==> src/rtl/tlb_pkg.sv <==
package tlb_pkg;
  localparam int unsigned VA_W  = 32;
  localparam int unsigned OFF_W = 12;
  localparam int unsigned PPN_W = 20;
  localparam int unsigned SETS  = 16;
  localparam int unsigned WAYS  = 4;

  typedef struct packed {
    logic glb;
    logic sup;
    logic wr;
    logic dirty;
  } tlb_perm_t;
endpackage

==> src/rtl/tlb_store.sv <==
module tlb_store #(
  parameter int unsigned SETS  = 16,
  parameter int unsigned WAYS  = 4,
  parameter int unsigned TAG_W = 16,
  parameter int unsigned PPN_W = 20,
  localparam int unsigned IDX_W = $clog2(SETS),
  localparam int unsigned WAY_W = $clog2(WAYS)
) (
  input  logic                  clk_i,
  input  logic                  rst_ni,
  input  logic                  wr_en_i,
  input  logic [IDX_W-1:0]      wr_set_i,
  input  logic [WAY_W-1:0]      wr_way_i,
  input  logic [TAG_W-1:0]      wr_tag_i,
  input  logic [PPN_W-1:0]      wr_ppn_i,
  input  tlb_pkg::tlb_perm_t    wr_perm_i,
  input  logic                  flush_all_i,
  input  logic                  flush_ng_i,
  input  logic [IDX_W-1:0]      ra_set_i,
  output logic [WAYS-1:0]       ra_valid_o,
  output logic [TAG_W-1:0]      ra_tag_o [WAYS],
  output logic [PPN_W-1:0]      ra_ppn_o [WAYS],
  output tlb_pkg::tlb_perm_t    ra_perm_o [WAYS],
  input  logic [IDX_W-1:0]      rb_set_i,
  output logic [WAYS-1:0]       rb_valid_o,
  output logic [TAG_W-1:0]      rb_tag_o [WAYS]
);
  logic [WAYS-1:0]     valid_q [SETS];
  logic [TAG_W-1:0]    tag_q   [SETS][WAYS];
  logic [PPN_W-1:0]    ppn_q   [SETS][WAYS];
  tlb_pkg::tlb_perm_t  perm_q  [SETS][WAYS];
  logic [SETS*WAYS-1:0] valid_flat;

  // fill wins over a same-cycle flush for its own way
  always_ff @(posedge clk_i or negedge rst_ni) begin
    if (!rst_ni) begin
      for (int s = 0; s < SETS; s++) valid_q[s] <= '0;
    end else begin
      for (int s = 0; s < SETS; s++) begin
        for (int w = 0; w < WAYS; w++) begin
          if (wr_en_i && wr_set_i == IDX_W'(s) && wr_way_i == WAY_W'(w))
            valid_q[s][w] <= 1'b1;
          else if (flush_all_i)
            valid_q[s][w] <= 1'b0;
          else if (flush_ng_i && !perm_q[s][w].glb)
            valid_q[s][w] <= 1'b0;
        end
      end
    end
  end

  always_ff @(posedge clk_i) begin
    if (wr_en_i) begin
      tag_q[wr_set_i][wr_way_i]  <= wr_tag_i;
      ppn_q[wr_set_i][wr_way_i]  <= wr_ppn_i;
      perm_q[wr_set_i][wr_way_i] <= wr_perm_i;
    end
  end

  always_comb begin
    ra_valid_o = valid_q[ra_set_i];
    rb_valid_o = valid_q[rb_set_i];
    for (int w = 0; w < WAYS; w++) begin
      ra_tag_o[w]  = tag_q[ra_set_i][w];
      ra_ppn_o[w]  = ppn_q[ra_set_i][w];
      ra_perm_o[w] = perm_q[ra_set_i][w];
      rb_tag_o[w]  = tag_q[rb_set_i][w];
    end
  end

  for (genvar s = 0; s < SETS; s++) begin : g_flat_s
    for (genvar w = 0; w < WAYS; w++) begin : g_flat_w
      assign valid_flat[s*WAYS+w] = valid_q[s][w];
    end
  end

  p_flush_all_empty_r10: assert property (@(posedge clk_i) disable iff (!rst_ni)
    flush_all_i && !wr_en_i |=> valid_flat == '0);

  p_flush_ng_no_grow_r9: assert property (@(posedge clk_i) disable iff (!rst_ni)
    flush_ng_i && !wr_en_i |=> $countones(valid_flat) <= $past($countones(valid_flat)));
endmodule

==> src/rtl/tlb_way_match.sv <==
module tlb_way_match #(
  parameter int unsigned WAYS  = 4,
  parameter int unsigned TAG_W = 16,
  localparam int unsigned WAY_W = $clog2(WAYS)
) (
  input  logic [WAYS-1:0]  valid_i,
  input  logic [TAG_W-1:0] tag_i [WAYS],
  input  logic [TAG_W-1:0] key_i,
  output logic [WAYS-1:0]  hit_vec_o,
  output logic             hit_o,
  output logic [WAY_W-1:0] idx_o
);
  for (genvar w = 0; w < WAYS; w++) begin : g_cmp
    assign hit_vec_o[w] = valid_i[w] && (tag_i[w] == key_i);
  end

  assign hit_o = |hit_vec_o;

  always_comb begin
    idx_o = '0;
    for (int w = WAYS - 1; w >= 0; w--)
      if (hit_vec_o[w]) idx_o = WAY_W'(w);
  end
endmodule

==> src/rtl/tlb_victim.sv <==
module tlb_victim #(
  parameter int unsigned SETS = 16,
  parameter int unsigned WAYS = 4,
  localparam int unsigned IDX_W = $clog2(SETS),
  localparam int unsigned WAY_W = $clog2(WAYS)
) (
  input  logic             clk_i,
  input  logic             rst_ni,
  input  logic             use_i,
  input  logic [IDX_W-1:0] set_i,
  input  logic [WAYS-1:0]  valid_i,
  input  logic             hit_i,
  input  logic [WAY_W-1:0] hit_idx_i,
  output logic [WAY_W-1:0] way_o
);
  logic [WAY_W-1:0] rr_q [SETS];
  logic [WAY_W-1:0] free_idx;
  logic             any_free;
  logic             take_rr;

  assign any_free = ~&valid_i;

  always_comb begin
    free_idx = '0;
    for (int w = WAYS - 1; w >= 0; w--)
      if (!valid_i[w]) free_idx = WAY_W'(w);
  end

  assign take_rr = !hit_i && !any_free;

  always_comb begin
    if (hit_i)         way_o = hit_idx_i;
    else if (any_free) way_o = free_idx;
    else               way_o = rr_q[set_i];
  end

  always_ff @(posedge clk_i or negedge rst_ni) begin
    if (!rst_ni) begin
      for (int s = 0; s < SETS; s++) rr_q[s] <= '0;
    end else if (use_i && take_rr) begin
      rr_q[set_i] <= rr_q[set_i] + 1'b1;
    end
  end

  p_free_way_first_r7: assert property (@(posedge clk_i) disable iff (!rst_ni)
    use_i && !hit_i && any_free |-> !valid_i[way_o]);

  p_refill_in_place_r8: assert property (@(posedge clk_i) disable iff (!rst_ni)
    use_i && hit_i |-> valid_i[way_o]);
endmodule

==> src/rtl/xlat_tlb.sv <==
module xlat_tlb #(
  parameter int unsigned VA_W  = tlb_pkg::VA_W,
  parameter int unsigned OFF_W = tlb_pkg::OFF_W,
  parameter int unsigned PPN_W = tlb_pkg::PPN_W,
  parameter int unsigned SETS  = tlb_pkg::SETS,
  parameter int unsigned WAYS  = tlb_pkg::WAYS,
  localparam int unsigned VPN_W = VA_W - OFF_W,
  localparam int unsigned PA_W  = PPN_W + OFF_W
) (
  input  logic             clk_i,
  input  logic             rst_ni,
  input  logic             lkup_valid_i,
  input  logic [VA_W-1:0]  lkup_va_i,
  input  logic             lkup_write_i,
  input  logic             lkup_user_i,
  input  logic             fill_valid_i,
  input  logic [VPN_W-1:0] fill_vpn_i,
  input  logic [PPN_W-1:0] fill_ppn_i,
  input  logic             fill_sup_i,
  input  logic             fill_wr_i,
  input  logic             fill_glb_i,
  input  logic             fill_dirty_i,
  input  logic             flush_nonglobal_i,
  input  logic             flush_all_i,
  output logic             rsp_valid_o,
  output logic             rsp_hit_o,
  output logic [PA_W-1:0]  rsp_pa_o,
  output logic             rsp_fault_o,
  output logic             rsp_dirty_upd_o,
  output logic             rsp_walk_o
);
  localparam int unsigned IDX_W = $clog2(SETS);
  localparam int unsigned TAG_W = VPN_W - IDX_W;
  localparam int unsigned WAY_W = $clog2(WAYS);

  // lookup side
  logic [VPN_W-1:0]   lk_vpn;
  logic [IDX_W-1:0]   lk_set;
  logic [TAG_W-1:0]   lk_tag;
  logic [WAYS-1:0]    ra_valid;
  logic [TAG_W-1:0]   ra_tag  [WAYS];
  logic [PPN_W-1:0]   ra_ppn  [WAYS];
  tlb_pkg::tlb_perm_t ra_perm [WAYS];
  logic [WAYS-1:0]    lk_hit_vec;
  logic               lk_hit;
  logic [WAY_W-1:0]   lk_way;
  tlb_pkg::tlb_perm_t lk_perm;
  logic               collide, hit_eff, fault_d, dirty_d;

  // fill side
  logic [IDX_W-1:0]   fl_set;
  logic [TAG_W-1:0]   fl_tag;
  logic [WAYS-1:0]    rb_valid;
  logic [TAG_W-1:0]   rb_tag [WAYS];
  logic [WAYS-1:0]    fl_hit_vec;
  logic               fl_hit;
  logic [WAY_W-1:0]   fl_hit_idx;
  logic [WAY_W-1:0]   fl_way;
  tlb_pkg::tlb_perm_t fl_perm;

  assign lk_vpn = lkup_va_i[VA_W-1:OFF_W];
  assign lk_set = lk_vpn[IDX_W-1:0];
  assign lk_tag = lk_vpn[VPN_W-1:IDX_W];
  assign fl_set = fill_vpn_i[IDX_W-1:0];
  assign fl_tag = fill_vpn_i[VPN_W-1:IDX_W];
  assign fl_perm = '{glb: fill_glb_i, sup: fill_sup_i, wr: fill_wr_i, dirty: fill_dirty_i};

  tlb_store #(.SETS(SETS), .WAYS(WAYS), .TAG_W(TAG_W), .PPN_W(PPN_W)) u_store (
    .clk_i, .rst_ni,
    .wr_en_i(fill_valid_i), .wr_set_i(fl_set), .wr_way_i(fl_way),
    .wr_tag_i(fl_tag), .wr_ppn_i(fill_ppn_i), .wr_perm_i(fl_perm),
    .flush_all_i, .flush_ng_i(flush_nonglobal_i),
    .ra_set_i(lk_set), .ra_valid_o(ra_valid), .ra_tag_o(ra_tag),
    .ra_ppn_o(ra_ppn), .ra_perm_o(ra_perm),
    .rb_set_i(fl_set), .rb_valid_o(rb_valid), .rb_tag_o(rb_tag)
  );

  tlb_way_match #(.WAYS(WAYS), .TAG_W(TAG_W)) u_lk_match (
    .valid_i(ra_valid), .tag_i(ra_tag), .key_i(lk_tag),
    .hit_vec_o(lk_hit_vec), .hit_o(lk_hit), .idx_o(lk_way)
  );

  tlb_way_match #(.WAYS(WAYS), .TAG_W(TAG_W)) u_fl_match (
    .valid_i(rb_valid), .tag_i(rb_tag), .key_i(fl_tag),
    .hit_vec_o(fl_hit_vec), .hit_o(fl_hit), .idx_o(fl_hit_idx)
  );

  tlb_victim #(.SETS(SETS), .WAYS(WAYS)) u_victim (
    .clk_i, .rst_ni,
    .use_i(fill_valid_i), .set_i(fl_set), .valid_i(rb_valid),
    .hit_i(fl_hit), .hit_idx_i(fl_hit_idx), .way_o(fl_way)
  );

  // a fill into the looked-up set takes the array; lookup reports a miss
  assign collide = fill_valid_i && (fl_set == lk_set);
  assign hit_eff = lk_hit && !collide;
  assign lk_perm = ra_perm[lk_way];
  assign fault_d = hit_eff && ((lkup_user_i && lk_perm.sup) || (lkup_write_i && !lk_perm.wr));
  assign dirty_d = hit_eff && !fault_d && lkup_write_i && !lk_perm.dirty;

  always_ff @(posedge clk_i or negedge rst_ni) begin
    if (!rst_ni) begin
      rsp_valid_o     <= 1'b0;
      rsp_hit_o       <= 1'b0;
      rsp_pa_o        <= '0;
      rsp_fault_o     <= 1'b0;
      rsp_dirty_upd_o <= 1'b0;
      rsp_walk_o      <= 1'b0;
    end else begin
      rsp_valid_o     <= lkup_valid_i;
      rsp_hit_o       <= lkup_valid_i && hit_eff;
      rsp_pa_o        <= (lkup_valid_i && hit_eff) ? {ra_ppn[lk_way], lkup_va_i[OFF_W-1:0]} : '0;
      rsp_fault_o     <= lkup_valid_i && fault_d;
      rsp_dirty_upd_o <= lkup_valid_i && dirty_d;
      rsp_walk_o      <= lkup_valid_i && !hit_eff;
    end
  end

  p_onehot_hit_r4: assert property (@(posedge clk_i) disable iff (!rst_ni)
    $onehot0(lk_hit_vec) && $onehot0(fl_hit_vec));

  p_rsp_follows_req_r3: assert property (@(posedge clk_i) disable iff (!rst_ni)
    lkup_valid_i |=> rsp_valid_o);

  p_idle_quiet_r3: assert property (@(posedge clk_i) disable iff (!rst_ni)
    !lkup_valid_i |=> !rsp_valid_o && !rsp_hit_o);

  p_miss_walks_r2: assert property (@(posedge clk_i) disable iff (!rst_ni)
    rsp_valid_o && !rsp_hit_o |-> rsp_walk_o && !rsp_fault_o && !rsp_dirty_upd_o && rsp_pa_o == '0);

  p_fault_blocks_dirty_r5: assert property (@(posedge clk_i) disable iff (!rst_ni)
    rsp_fault_o |-> rsp_hit_o && !rsp_dirty_upd_o);

  p_read_never_dirty_r6: assert property (@(posedge clk_i) disable iff (!rst_ni)
    lkup_valid_i && !lkup_write_i |=> !rsp_dirty_upd_o);

  p_collide_miss_r11: assert property (@(posedge clk_i) disable iff (!rst_ni)
    lkup_valid_i && fill_valid_i && fill_vpn_i[IDX_W-1:0] == lkup_va_i[OFF_W+IDX_W-1:OFF_W]
    |=> !rsp_hit_o && rsp_walk_o);

  p_offset_kept_r3: assert property (@(posedge clk_i) disable iff (!rst_ni)
    lkup_valid_i |=> !rsp_hit_o || rsp_pa_o[OFF_W-1:0] == $past(lkup_va_i[OFF_W-1:0]));
endmodule

==> config.mk <==
export PLATFORM = sky130hd
export DESIGN_NAME = xlat_tlb
export DESIGN_NICKNAME = d
export VERILOG_FILES = /design/src/rtl/tlb_pkg.sv /design/src/rtl/tlb_store.sv /design/src/rtl/tlb_way_match.sv /design/src/rtl/tlb_victim.sv /design/src/rtl/xlat_tlb.sv
export SDC_FILE = /design/constraint.sdc
export NUM_CORES = 2
export LEC_CHECK = 0
export BUFFER_PORTS_ARGS = -buffer_cell sky130_fd_sc_hd__buf_2
export CORE_AREA = 2 2 533 535
export DETAILED_ROUTE_END_ITERATION = 7
export DIE_AREA = 0 0 535 537
export PLACE_DENSITY_LB_ADDON = 0.2
export SETUP_SLACK_MARGIN = 0.2
export SLEW_MARGIN = 20
export SYNTH_ARGS = -nofsm -noshare
export SYNTH_HDL_FRONTEND = slang
export SYNTH_HIERARCHICAL = 1
export SYNTH_SLANG_ARGS = --single-unit
export TNS_END_PERCENT = 100
==> constraint.sdc <==
create_clock -name clk_i -period 13.7 [get_ports clk_i]
set_clock_uncertainty 0.05 [all_clocks]
set_input_delay 1.37 -clock clk_i [delete_from_list [all_inputs] [get_ports clk_i]]
set_output_delay 1.37 -clock clk_i [all_outputs]
set_load 0.02 [all_outputs]
# Word-level counts from Yosys, hierarchy flattened
# Memory sizes are Yosys's and may differ from the RTL's.
# Cells that the tools add are included.
# classes
n_addsub	1
magnitude_cmp	6
n_eq_ne	27
muxes	235
bitwise_logic	4
reduce_logical	308
# op_table
op	n
1-bit 2-to-1 mux	193
3-bit nonzero test	64
1-bit logical AND	168
16-bit == test	8
80-bit 2-to-1 mux	1
1-bit logical NOT	70
64-bit 2-to-1 mux	1
20-bit 2-to-1 mux	3
20-bit binary-select mux with 2-bit select	1
20-bit demux with 2-bit select	1
2-bit 2-to-1 mux	17
4-bit binary-select mux with 4-bit select	2
32-bit bitwise mux	1
16-bit demux with 2-bit select	1
4-bit == test (second input constant)	8
16-bit 2-to-1 mux	2
32-bit 2-to-1 mux	1
4-bit 2-to-1 mux	5
4-bit by 3-bit == test with 1-bit output (second input constant)	4
5-bit >= comparator (second input constant)	2
4-bit NOT with 5-bit output	2
2-bit binary-select mux with 4-bit select	1
4-bit binary-select mux with 2-bit select	1
2-bit demux with 4-bit select	1
other kinds (17)	23
# word_totals
regBits	133
ramBits	2560
n_memories	3
# mem_list
memory	words	width	rd	rd_clocked_by_memory_dff	wr	line_no	source
u_store.ppn_q	16	80	1	0	1	tlb_store.sv:30	logic [PPN_W-1:0] ppn_q [SETS][WAYS];
u_store.tag_q	16	64	2	0	1	tlb_store.sv:29	logic [TAG_W-1:0] tag_q [SETS][WAYS];
u_store.perm_q	16	16	17	0	1	tlb_store.sv:31	tlb_pkg::tlb_perm_t perm_q [SETS][WAYS];

# Depth between registers and ports, before layout
# logic_depth
ltp_word	22
mapped_depth	20

# By module
# Netlist, hierarchy kept.
# by_module_without_submodules
module	instances	cells_each	area_per_inst_um2	seq_area_each_um2
tlb_store	1	4960	107211.6	78475.3
xlat_tlb	1	113	1793.0	925.9
tlb_victim	1	123	1697.9	800.8
tlb_way_match	2	96	760.7	0.0

# Least setup slack after synthesis
# No wires, ideal clock.
# synth_timing
path_type	input -> register
startpoint	input port fill_vpn_i[0]
endpoint	memory u_store/perm_q[10][12] in the netlist's numbering, enable pin
setup_ns	0.438
arrival_ns	6.400
required_time_ns	13.212
setup_slack_ns	6.812
stages	17
path_buffers	4
cell_sequence	clkbuf_1 buf_2 mux4_2 a22oi_1 nand2_1 xor2_1 nor3_1 nand4_1 or2_1 inv_2 or4_1 nand3b_1 o21a_1 or2_1 clkbuf_1 clkbuf_1 nor2_1
# synth_rtl
item	line_no	source
start: declaration	xlat_tlb.sv:17	input logic [VPN_W-1:0] fill_vpn_i,
end: declaration	tlb_store.sv:31	

==> results.txt <==
Including well taps, the total number of placed cells is 9085. The final instance count without filler cells is ~9600. The largest stage delay on the critical path is a little under 0.7 ns. The hold violation count in the final report is 0. The path length in cells of the critical path is 18. The number of port buffers is between 100 and 150. The power dissipated by switching net loads is about 0.004 W. Once the floorplan was initialized, standard cells occupied around two fifths of the core. The congestion estimate from routability-driven global placement came to around 0.8. The analysis attributes to cell leakage a power of 40.4 nW.

The floorplan has around 200 rows. In this run, the number of DRC markers left after iteration 0 of detailed routing was between 7000 and 8000. The number of endpoints failing setup at the final stage is 0. The netlist area before placement came out at ~0.11 sq mm. The total routing resource utilization after global routing is between 20% and 30%. The total overflow reported by the global router came out at 0. The boundary pin count is 121. For this design, the slowest cell found on the critical path is buf_4. The number of cells traversed by the worst register-to-register path came out at 14.

In this run the standard cell core region covers around 0.28 sq mm. In the finished design, the share of the clock period the worst path needs comes to about 60%. The number of slew-limit violations in the final report came out at 0. The worst slew margin relative to its limit came out at between 20% and 30%. The setup total negative slack came out at 0 ns. The number of cells upsized or downsized after cts is 0. The residual antenna-violating net count after detailed routing is 0. The buffer type at the clock tree root is clkbuf_16. The worst hold slack is 0.438 ns.

The fraction of layout instances using a drive strength above 1 is between 30% and 40%. The clock tree buffer depth came out at 4. The half-perimeter wire length after detailed placement came out at between 150000 and 200000 microns. The run finished with clean final reports. TritonCTS created approximately 300 clock buffers. The count of max-cap constraint violations is 0. The count of unresolved DRC violations after routing came out at 0. The number of iterations in the first detailed-routing pass is 6. Using the TritonRoute via totals, the vias-per-cell ratio works out to between 6 and 7. The maximum number of pins on one net before global-route repair came out at approximately 120. The count of vias placed by the detailed router is just under 60000. In this run, the combinational gates consume 6.2% of the power. Setup repair after global routing left no endpoint under its margin.

Overall power consumption after layout is estimated at around 0.018 W. The worst path needs between 8 and 9 ns of the cycle, external delays included. The internal power component came out at roughly 0.014 W. Walking the worst path, the cells encountered are buf_8, buf_4, buf_4, mux4_2, a22oi_1, nand2_1, xor2_1, nor3_1, nand4_1, or2_1, inv_2, or4_1, nand3b_1, o31ai_1, nand2b_2, buf_4, nor2_4, buf_4. The synthesis warning total is 6. The average detailed-routed wire length per instance came out at 36.0 microns. The number of instances on the worst hold path is 1.

The transition at the pin with the smallest max-transition slack is between 1 and 1.5 ns. The layout-stage area growth over the synthesis result came out at 13.6%. The H-tree generated during clock tree synthesis spans 5 levels. The floorplan die width is 535 microns. The largest delay contributor family on the critical path is buffers and inverters.

The most frequent cell on the critical path is buf_4. The min-delay analysis places its worst path in the category flop to flop. For this run, the post-layout net count is approximately 5700. The total of fill cells in the finished design is approximately 24000.

The die covers roughly 0.29 sq mm. The cts-stage hold buffer count came out at 0. The required time of the critical path came out at between 10 and 15 ns. The minimum setup slack in the final design is around 5.5 ns. Across the VDD grid, the largest voltage drop is approximately 0.000081 V.

The buffer count from post-CTS setup fixing came out at 0. The clock tree from TritonCTS is done. The clock transition at the registers of the reported paths is about 0.060 ns. STA classifies the critical path endpoint as a flop. Averaged over all synthesized cells, the footprint is 20.9 sq um. The clock latency reported for the late side of the worst-skew pair came out at about 0.9 ns.

For this design the ratio of total power to cell area is roughly 140 mW/mm^2. The number of antenna violations at the first check in global routing came out at 17. The clock network is responsible for 43.3% of the overall power. By startpoint and endpoint, the worst setup path is classified as input port to flop. STA classifies the critical path startpoint as an input port. The clock sink count is about 2700. The gate count after technology mapping came out at around 5400. The share of total power consumed by net switching is 22.2%. The pre-CTS worst setup slack came out at ~4.6 ns. The height of the die is ~540 microns.

The number of global-route vias before repair came out at 60200. The highest achievable clock rate came out at roughly 120 MHz. The first global-routing pass estimated about 480000 microns of wire. The arrival time of data at the critical path endpoint came out at between 8 and 9 ns.

Of all nets on the critical path, the largest fanout is between 50 and 60. In this run, flip-flops and latches consume about 51% of the power. Synthesis produced a netlist with a net count of about 5400.

The final routed wirelength across all metal layers came out at about 350000 microns. The total buffers and inverters traversed by the critical path is 6.
[placed cells by master, fill, tap and decap left out, types with 5 or more instances in the layout]
cell,n
a22oi_1,359
and2_1,35
buf_12,7
buf_2,113
buf_4,212
buf_8,5
bufinv_16,19
clkbuf_1,69
clkbuf_16,306
clkbuf_8,12
clkinv_1,48
clkinv_2,50
clkinv_4,5
clkinvlp_4,8
dfrtp_1,133
diode_2,7
edfxtp_1,2560
inv_6,9
mux2_1,11
mux2_2,22
mux2i_1,49
mux4_2,917
nand2_1,232
nand2b_1,70
nand3_1,18
nand3b_1,65
nand4_1,31
nor2_1,58
nor2_4,66
nor2b_1,10
nor4_1,12
o2111ai_1,5
o21ai_0,66
o22ai_1,94
xnor2_1,94
xor2_1,38
[worst register-to-register path, cell delays in order (launching register included)]
cell      delay, ns
edfxtp_1       0.40
mux4_2         0.47
a22oi_1        0.32
nand2_1        0.13
xnor2_1        0.25
nand4_1        0.12
nor4_1         0.91
nand3_1        0.31
inv_1          0.14
or4_1          0.23
nand3b_1       0.38
o31ai_1        0.24
or2_4          0.49
nor2_4         0.90
buf_4          0.60
[per-stage QoR]
step / instance area (sq um) / utilization, %
3_3_place_gp: 118000 / 41.8
2_1_floorplan: 112000 / -
4_1_cts: 127000 / 45.1
6_report: 127000 / 45.1
3_5_place_dp: 118000 / 41.8
5_1_grt: 127000 / 45.1
[power groups by stage]
stage               sequential [W]  combinational [W]  clock, W
floorplan                  0.00922           0.000606         0
global placement           0.00922            0.00112         0
detailed placement         0.00922            0.00112         0
CTS                        0.00905            0.00112   0.00792
global route               0.00905            0.00117   0.00825
finish                     0.00905            0.00111   0.00778
[final timing paths]
kind | startpoint | endpoint | slack [ns]
setup / recovery | fill_vpn_i[0] | u_store/tag_q[11][39] | 5.51
hold / removal | u_victim/rr_q[23] | u_victim/rr_q[23] | 0.44
setup reg to reg | u_store/tag_q[10][45] | u_store/tag_q[10][63] | 7.29
hold reg to reg | u_victim/rr_q[23] | u_victim/rr_q[23] | 0.44
max in group asynchronous | rst_ni | rsp_walk_o | 11.55
min in group asynchronous | rst_ni | rsp_pa_o[4] | 0.51
[layout make-up]
| class | count | area, sq um | share of cell area [%] |
|---|---|---|---|
| Antenna cell | 7 | 17.5 | 0.0138 |
| Clock buffer | 387 | 8080 | 6.36 |
| Clock inverter | 144 | 1270 | 1.00 |
| Inverter | 6 | 22.5 | 0.0177 |
| Multi-Input combinational cell | 2306 | 30300 | 23.9 |
| Sequential cell | 2693 | 80200 | 63.2 |
| Tap cell | 3743 | 4680 | 3.69 |
| Timing Repair Buffer | 338 | 2380 | 1.88 |
[routing by layer]
metal | global-route usage, % | wire [microns] | vias to the layer above | share of wire (%)
li1 | - | - | 23300 | -
met1 | 33.4 | 141000 | 32600 | 41
met2 | 39.0 | 167000 | 2960 | 48
met3 | 3.78 | 27400 | 508 | 7.9
met4 | 7.41 | 10800 | 2 | 3.1
met5 | 0 | 8 | - | 0.0023
[state kept, by name (all words and copies together), names as in the netlist]
name,count
rsp_dirty_upd_o,1
rsp_fault_o,1
rsp_hit_o,1
rsp_pa_o,32
rsp_valid_o,1
rsp_walk_o,1
u_store/perm_q,256
u_store/ppn_q,1280
u_store/tag_q,1024
u_store/valid_flat,64
u_victim/rr_q,32
(Power assumes the default switching activity.)
